## config.mk

```make
export PLATFORM = sky130hd
export DESIGN_NAME = trig_burst_dma
export DESIGN_NICKNAME = d
export VERILOG_FILES = /design/src/rtl/trig_dma_pkg.sv /design/src/rtl/trig_dma_ctrl.sv /design/src/rtl/trig_dma_path.sv /design/src/rtl/trig_burst_dma.sv
export SDC_FILE = /design/constraint.sdc
export NUM_CORES = 1
export LEC_CHECK = 0
export BUFFER_PORTS_ARGS = -buffer_cell sky130_fd_sc_hd__buf_2
export CAP_MARGIN = 30
export CORE_ASPECT_RATIO = 1.1
export CORE_MARGIN = 1.5
export CORE_UTILIZATION = 50
export CTS_CLUSTER_DIAMETER = 60
export DETAILED_ROUTE_END_ITERATION = 7
export PLACE_DENSITY = 0.8
export SKIP_CTS_REPAIR_TIMING = 1
export SLEW_MARGIN = 40
export SYNTH_ARGS = -nofsm -noshare
export SYNTH_HDL_FRONTEND = slang
export SYNTH_SLANG_ARGS = --single-unit
export TNS_END_PERCENT = 5
```

## constraint.sdc

```tcl
create_clock -name clk -period 2.9 [get_ports clk]
set_input_delay 0.29 -clock clk [delete_from_list [all_inputs] [get_ports clk]]
set_output_delay 0.29 -clock clk [all_outputs]
set_load 0.005 [all_outputs]
```

## src/rtl/trig_dma_pkg.sv

```systemverilog
package trig_dma_pkg;

  typedef enum logic [1:0] {
    ST_IDLE,
    ST_ARMED,
    ST_LEAD,
    ST_MOVE
  } dmaState_t;

  typedef enum logic [1:0] {
    PH_READ,
    PH_HOLD,
    PH_WRITE,
    PH_STEP
  } wordPhase_t;

  // strobes from the sequencer to the address/data path
  typedef struct packed {
    logic loadBase;    // arm: destination from base
    logic burstStart;  // lead-in cycle: source back to base
    logic capture;     // latch read data
    logic stepWord;    // advance both pointers
    logic reloadDst;   // continuous completion: destination from base
  } pathCtl_t;

endpackage

```

## src/rtl/trig_dma_ctrl.sv

```systemverilog
module trig_dma_ctrl
  import trig_dma_pkg::*;
#(
  parameter int BURST_W = 5,
  parameter int COUNT_W = 16
) (
  input  logic               clk,
  input  logic               rstN,
  input  logic               start,
  input  logic               trigger,
  input  logic [BURST_W-1:0] cfgBurstWords,
  input  logic [COUNT_W-1:0] cfgBurstCount,
  input  logic               cfgContinuous,
  output pathCtl_t           ctl,
  output logic               dmaRead,
  output logic               dmaWrite,
  output logic               busy,
  output logic               doneIrq,
  output logic               overrun
);

  dmaState_t          state;
  wordPhase_t         phase;
  logic [BURST_W-1:0] wordsLeft;
  logic [COUNT_W-1:0] burstsLeft;

  logic startAccept;
  logic lastWord;
  logic lastBurst;
  logic stepPhase;

  assign startAccept = start && (state == ST_IDLE || state == ST_ARMED);
  assign lastWord    = (wordsLeft == '0);
  assign lastBurst   = (burstsLeft == '0);
  assign stepPhase   = (state == ST_MOVE) && (phase == PH_STEP);

  assign busy     = (state == ST_LEAD) || (state == ST_MOVE);
  assign dmaRead  = (state == ST_MOVE) && (phase == PH_READ);
  assign dmaWrite = (state == ST_MOVE) && (phase == PH_WRITE);

  always_comb begin
    ctl            = '0;
    ctl.loadBase   = startAccept;
    ctl.burstStart = (state == ST_LEAD);
    ctl.capture    = (state == ST_MOVE) && (phase == PH_HOLD);
    ctl.stepWord   = stepPhase;
    ctl.reloadDst  = stepPhase && lastWord && lastBurst && cfgContinuous;
  end

  always_ff @(posedge clk) begin
    if (!rstN) begin
      state      <= ST_IDLE;
      phase      <= PH_READ;
      wordsLeft  <= '0;
      burstsLeft <= '0;
      doneIrq    <= 1'b0;
      overrun    <= 1'b0;
    end else begin
      doneIrq <= 1'b0;
      if (trigger && busy) begin
        overrun <= 1'b1;
      end else if (startAccept) begin
        overrun <= 1'b0;
      end
      unique case (state)
        ST_IDLE: begin
          if (start) begin
            burstsLeft <= cfgBurstCount;
            state      <= ST_ARMED;
          end
        end
        ST_ARMED: begin
          if (start) begin
            burstsLeft <= cfgBurstCount;
          end else if (trigger) begin
            state <= ST_LEAD;
          end
        end
        ST_LEAD: begin
          wordsLeft <= cfgBurstWords;
          phase     <= PH_READ;
          state     <= ST_MOVE;
        end
        ST_MOVE: begin
          phase <= wordPhase_t'(phase + 2'd1);
          if (phase == PH_STEP) begin
            if (!lastWord) begin
              wordsLeft <= wordsLeft - 1'b1;
            end else if (lastBurst) begin
              doneIrq    <= 1'b1;
              burstsLeft <= cfgBurstCount;
              state      <= cfgContinuous ? ST_ARMED : ST_IDLE;
            end else begin
              burstsLeft <= burstsLeft - 1'b1;
              state      <= ST_ARMED;
            end
          end
        end
        default: state <= ST_IDLE;
      endcase
    end
  end


  irq_pulse_chk: assert property (@(posedge clk) disable iff (!rstN)
    doneIrq |=> !doneIrq);


  overrun_sticky_chk: assert property (@(posedge clk) disable iff (!rstN)
    (overrun && !startAccept) |=> overrun);


  busy_needs_trigger_chk: assert property (@(posedge clk) disable iff (!rstN)
    $rose(busy) |-> $past(trigger));


  idle_ignores_trigger_chk: assert property (@(posedge clk) disable iff (!rstN)
    (state == ST_IDLE && !start) |=> !busy);


  port_spacing_chk: assert property (@(posedge clk) disable iff (!rstN)
    (dmaRead || dmaWrite) |=> !(dmaRead || dmaWrite));

endmodule

```

## src/rtl/trig_dma_path.sv

```systemverilog
module trig_dma_path
  import trig_dma_pkg::*;
#(
  parameter int ADDR_W = 16,
  parameter int STEP_W = 8,
  parameter int DATA_W = 32
) (
  input  logic              clk,
  input  logic              rstN,
  input  pathCtl_t          ctl,
  input  logic [ADDR_W-1:0] cfgSrcBase,
  input  logic [STEP_W-1:0] cfgSrcStep,
  input  logic [ADDR_W-1:0] cfgDstBase,
  input  logic              cfgWide,
  input  logic [DATA_W-1:0] memRdata,
  output logic [ADDR_W-1:0] srcAddr,
  output logic [ADDR_W-1:0] dstAddr,
  output logic [DATA_W-1:0] holdData
);

  localparam int HALF_W = DATA_W / 2;

  logic [ADDR_W-1:0] stepExt;
  logic [ADDR_W-1:0] dstInc;

  assign stepExt = {{(ADDR_W-STEP_W){cfgSrcStep[STEP_W-1]}}, cfgSrcStep};
  assign dstInc  = cfgWide ? ADDR_W'(2) : ADDR_W'(1);

  always_ff @(posedge clk) begin
    if (!rstN) begin
      srcAddr  <= '0;
      dstAddr  <= '0;
      holdData <= '0;
    end else begin
      if (ctl.burstStart) begin
        srcAddr <= cfgSrcBase;
      end else if (ctl.stepWord) begin
        srcAddr <= srcAddr + stepExt;
      end
      if (ctl.loadBase || ctl.reloadDst) begin
        dstAddr <= cfgDstBase;
      end else if (ctl.stepWord) begin
        dstAddr <= dstAddr + dstInc;
      end
      if (ctl.capture) begin
        holdData <= cfgWide ? memRdata : {{HALF_W{1'b0}}, memRdata[HALF_W-1:0]};
      end
    end
  end


  dst_hold_chk: assert property (@(posedge clk) disable iff (!rstN)
    !(ctl.loadBase || ctl.reloadDst || ctl.stepWord) |=> $stable(dstAddr));

endmodule

```

## src/rtl/trig_burst_dma.sv

```systemverilog
module trig_burst_dma
  import trig_dma_pkg::*;
#(
  parameter int ADDR_W  = 16,
  parameter int STEP_W  = 8,
  parameter int DATA_W  = 32,
  parameter int BURST_W = 5,
  parameter int COUNT_W = 16
) (
  input  logic               clk,
  input  logic               rstN,
  input  logic               start,
  input  logic               trigger,
  input  logic [BURST_W-1:0] cfgBurstWords,
  input  logic [COUNT_W-1:0] cfgBurstCount,
  input  logic [ADDR_W-1:0]  cfgSrcBase,
  input  logic [STEP_W-1:0]  cfgSrcStep,
  input  logic [ADDR_W-1:0]  cfgDstBase,
  input  logic               cfgWide,
  input  logic               cfgContinuous,
  input  logic               cpuReq,
  input  logic               cpuWe,
  input  logic [ADDR_W-1:0]  cpuAddr,
  input  logic [DATA_W-1:0]  cpuWdata,
  output logic               cpuGrant,
  output logic               memReq,
  output logic               memWe,
  output logic               memWide,
  output logic [ADDR_W-1:0]  memAddr,
  output logic [DATA_W-1:0]  memWdata,
  input  logic [DATA_W-1:0]  memRdata,
  output logic               busy,
  output logic               doneIrq,
  output logic               overrun
);

  pathCtl_t          ctl;
  logic              dmaRead;
  logic              dmaWrite;
  logic              dmaReq;
  logic [ADDR_W-1:0] srcAddr;
  logic [ADDR_W-1:0] dstAddr;
  logic [DATA_W-1:0] holdData;

  trig_dma_ctrl #(
    .BURST_W(BURST_W),
    .COUNT_W(COUNT_W)
  ) u_ctrl (
    .clk          (clk),
    .rstN         (rstN),
    .start        (start),
    .trigger      (trigger),
    .cfgBurstWords(cfgBurstWords),
    .cfgBurstCount(cfgBurstCount),
    .cfgContinuous(cfgContinuous),
    .ctl          (ctl),
    .dmaRead      (dmaRead),
    .dmaWrite     (dmaWrite),
    .busy         (busy),
    .doneIrq      (doneIrq),
    .overrun      (overrun)
  );

  trig_dma_path #(
    .ADDR_W(ADDR_W),
    .STEP_W(STEP_W),
    .DATA_W(DATA_W)
  ) u_path (
    .clk       (clk),
    .rstN      (rstN),
    .ctl       (ctl),
    .cfgSrcBase(cfgSrcBase),
    .cfgSrcStep(cfgSrcStep),
    .cfgDstBase(cfgDstBase),
    .cfgWide   (cfgWide),
    .memRdata  (memRdata),
    .srcAddr   (srcAddr),
    .dstAddr   (dstAddr),
    .holdData  (holdData)
  );

  // port arbitration: the channel always wins
  assign dmaReq   = dmaRead || dmaWrite;
  assign cpuGrant = cpuReq && !dmaReq;
  assign memReq   = dmaReq || cpuReq;
  assign memWe    = dmaReq ? dmaWrite : cpuWe;
  assign memWide  = dmaReq && cfgWide;
  assign memWdata = dmaReq ? holdData : cpuWdata;

  always_comb begin
    if (dmaRead) begin
      memAddr = srcAddr;
    end else if (dmaWrite) begin
      memAddr = dstAddr;
    end else begin
      memAddr = cpuAddr;
    end
  end


  cpu_stall_chk: assert property (@(posedge clk) disable iff (!rstN)
    cpuGrant |-> !(dmaRead || dmaWrite));

endmodule

```

==> impl_results.md <==
* Worst skew pair latency at 0.34 ns
* Post-synth EDFFs at 0
* Sink Count at about 90
* Finished Cell Area at 0.00735 mm2
* Most numerous cell in the Yosys netlist: nand2_1
* Worst-Margin Slew at 0.666 ns
* Data required, critical path at around 2.6 ns
* HPWL after DPL at 12300 um
* Deepest clock path buffer count at 2
* Async SR Flop Fraction at 0
* Iter 0 DRT Violations at about 350
* Fmax at ~0.37 GHz
* Crit Path Class: flip-flop to primary output
* Setup TNS at 0 ns
* Hold/Removal Path Class: input pin to flip-flop
* Grt ovf at 0
* CP Capture Type: primary output
* Initial antenna violation count at 1
* FF+latch count, synth at 91
* Synth Area in Simple Gates at 0.206
* Area contributors post-synth: dfxtp_1 31%, nand2_1 7.0%, ha_1 6.1%
* Reg2Reg Setup Slack at approximately 0.43 ns
* RePlAce Congestion at approximately 0.94
* Mapped cell area at between 0.005 and 0.006 mm2
* First-pass GRT wire length at 25600 um
* Worst R2R Start: u_path.srcAddr[0]$_SDFFE_PN0P_
* Crit path largest cell delay at roughly 0.48 ns
* H-tree depth at 3
* Synth cell types at slightly above 60
* PortBufs at ~200
* Core area at between 0.01 and 0.015 mm2
* Drt drc at 0
* DR WL met2 at slightly below 8000 um
* Row cnt at just over 40
* Synth Area in Adders at 0.0682
* Post-Synthesis Cells at around 760
* Compound-Gate Fraction of Synth Area at 0.234
* Synthesized Nets at 935
* RR Endpoint: u_path.srcAddr[12]$_SDFFE_PN0P_
* Total die area at between 0.01 and 0.015 mm2
* IO Count at 204
* Max FO, Critical Path at 10
* Worst-path cell chain: ha_1 -> nand2_1 -> buf_4 -> mux2i_1 -> o21ai_1 -> buf_2
* RSZ-0062 raised after global routing: no
* WL/cell at roughly 15 um
* Fin. max-slew vios at 0
* CP startpoint: u_ctrl.state[1]$_SDFFE_PN0P_
* Die Y at around 120 um
* Synth Area in XOR/XNOR at 0.0356
* CTS Buf Count at 9
* DR pass1 iterations at 5
* CTS tree: built
* Pin count of the biggest net entering global routing at between 40 and 50
* Status: completed
* Worst vdd ir at 0.000414 V
* Yosys warns at 0
* Primary FF master, synth: dfxtp_1
* Post-route antenna net violation count at 0
* Final net count at between 1000 and 1500
* Synthesis-to-layout area growth at 24.4%
* Via density at 5.65
* # diodes at 0
* Final worst slack at around 0.17 ns
* Overall power at slightly below 5 mW
* Number of global-route vias before repair at ~5500
* Area leader, netlist: dfxtp_1
* Initial Util at 0.514
* Worst EP arrival at 2.44 ns
* Post-DP Area at a little over 0.007 mm2
* Final min period at about 2.7 ns
* Routed via count at around 6100
* Leakage power at 3.24 nW
* CP Launch Type: flip-flop
* PwrDens at approximately 670 mW/mm2
* Slew HR at 0.556
* Final hold vios at 0
* Post-synth top area share at 0.308
* GRT Resource Usage Total at 0.257
* Seq/Total Area, Yosys at 0.308
* Reg2Reg Depth at 8
* Tcrit/Tclk final at 0.940
* Synth cell count leaders: 110 x nand2_1, 91 x dfxtp_1, 49 x a21oi_1, 47 x clkbuf_1, 46 x nor2_1
* CTS clock-pin slew for the worst setup and hold paths at 0.06 ns
* Max Cap Viol at 0
* Largest family of logic cells by synthesized area: compound AO/OA/AOI/OAI gates
* Detailed Route WL at roughly 16000 um
* Die Width at around 110 um
* Wl on met1 at roughly 7000 um
* Setup violations, final at 0
* Setup WS pre-CTS at 0.393 ns
* Met3 wire length at about 1000 um
* Clock root buffer: clkbuf_16
* Mean post-synth cell area at around 8 um2
* Clk_skew at 0.00657 ns
* Max Used Layer: met5
* Layout cells sized above 1 at 0.293
* Worst setup path end: memAddr[2]
* Mux contribution to synthesized area at 0.102
* Crit-path slowest cell: nand2_1
## routing by layer
metal  vias up  GRT usage
met1      2805      0.313
met2       216      0.444
met3        44     0.0443
met5         -          0
li1       3075          -
met4         2      0.120
## stage by stage
step                       util  std cells  hold slack (ns)
after floorplan               -        755            0.425
after global placement    0.614       1072            0.437
after detailed placement  0.614       1072            0.442
after CTS                 0.639       1088            0.168
after global routing      0.639       1088            0.173
final                     0.639       1088            0.178
## cell usage in the layout, fill, tap and decap left out, types with 5 or more instances in the layout
cell type / instances
mux2_2: 32
mux2i_1: 23
ha_1: 29
xor2_1: 13
xnor2_1: 11
buf_4: 17
clkbuf_16: 9
a41oi_1: 5
a211oi_1: 17
nor3_1: 20
nand2_1: 110
a21oi_1: 49
nand4_1: 10
a21boi_1: 32
o21ai_1: 44
o211ai_1: 8
and3_1: 11
a21o_1: 6
o21ai_0: 26
inv_1: 13
a31oi_1: 7
dfxtp_1: 91
nor4_1: 5
nor2_1: 46
nand3_1: 37
buf_2: 203
and2_1: 6
## registers in the layout, summed over array words and instances (netlist names)
signal / cells
u_ctrl.wordsLeft: 5
u_path.dstAddr: 16
u_ctrl.overrun: 1
u_ctrl.burstsLeft: 16
u_ctrl.state: 2
u_path.holdData: 32
u_ctrl.doneIrq: 1
u_ctrl.phase: 2
u_path.srcAddr: 16
## where the power goes
group          total (mW)  internal (mW)  switching, mW
Sequential           1.72           1.47          0.247
Combinational        2.01          0.881           1.13
Clock                1.17          0.670          0.497
Total                4.89           3.02           1.88
## cells by family after synthesis
| family | count (synthesis) |
|---|---|
| adder cells (fa/ha/maj) | 31 |
| multiplexers | 56 |
| buffers and inverters | 69 |
| AO/OA/AOI/OAI | 220 |
| XOR/XNOR | 24 |
| AND/OR/NAND/NOR | 264 |
| flip-flops | 91 |
## critical path, delay by kind of cell, from the launching register on
kind	cells	cell delay, ns
buffers and inverters	2	0.48
multiplexers	1	0.13
flip-flops	1	0.43
adder cells (fa/ha/maj)	1	0.44
AND/OR/NAND/NOR	1	0.48
AO/OA/AOI/OAI	1	0.13
## area by class of cell
| cell class | count | area, um2 |
|---|---|---|
| timing repair buffer | 220 | 1140 |
| multi-input combinational | 595 | 3840 |
| tap | 150 | 188 |
| fill | 1083 | 4140 |
| inverter | 16 | 60.1 |
| sequential | 91 | 1820 |
| clock inverter | 6 | 65.1 |
| clock buffer | 10 | 229 |
## worst min path at each step
stage,from,to,slack [ns],cells past startpoint
2_1_floorplan,memRdata[0],u_path.holdData[0]$_SDFFE_PN0P_,0.42,2
3_3_place_gp,u_path.holdData[28]$_SDFFE_PN0P_,u_path.holdData[28]$_SDFFE_PN0P_,0.44,2
3_5_place_dp,u_path.holdData[30]$_SDFFE_PN0P_,u_path.holdData[30]$_SDFFE_PN0P_,0.44,2
4_1_cts,cfgSrcBase[5],u_path.srcAddr[5]$_SDFFE_PN0P_,0.17,2
5_1_grt,cfgSrcBase[5],u_path.srcAddr[5]$_SDFFE_PN0P_,0.17,2
6_report,cfgSrcBase[5],u_path.srcAddr[5]$_SDFFE_PN0P_,0.18,2
Power figures use the tool's default switching activity.
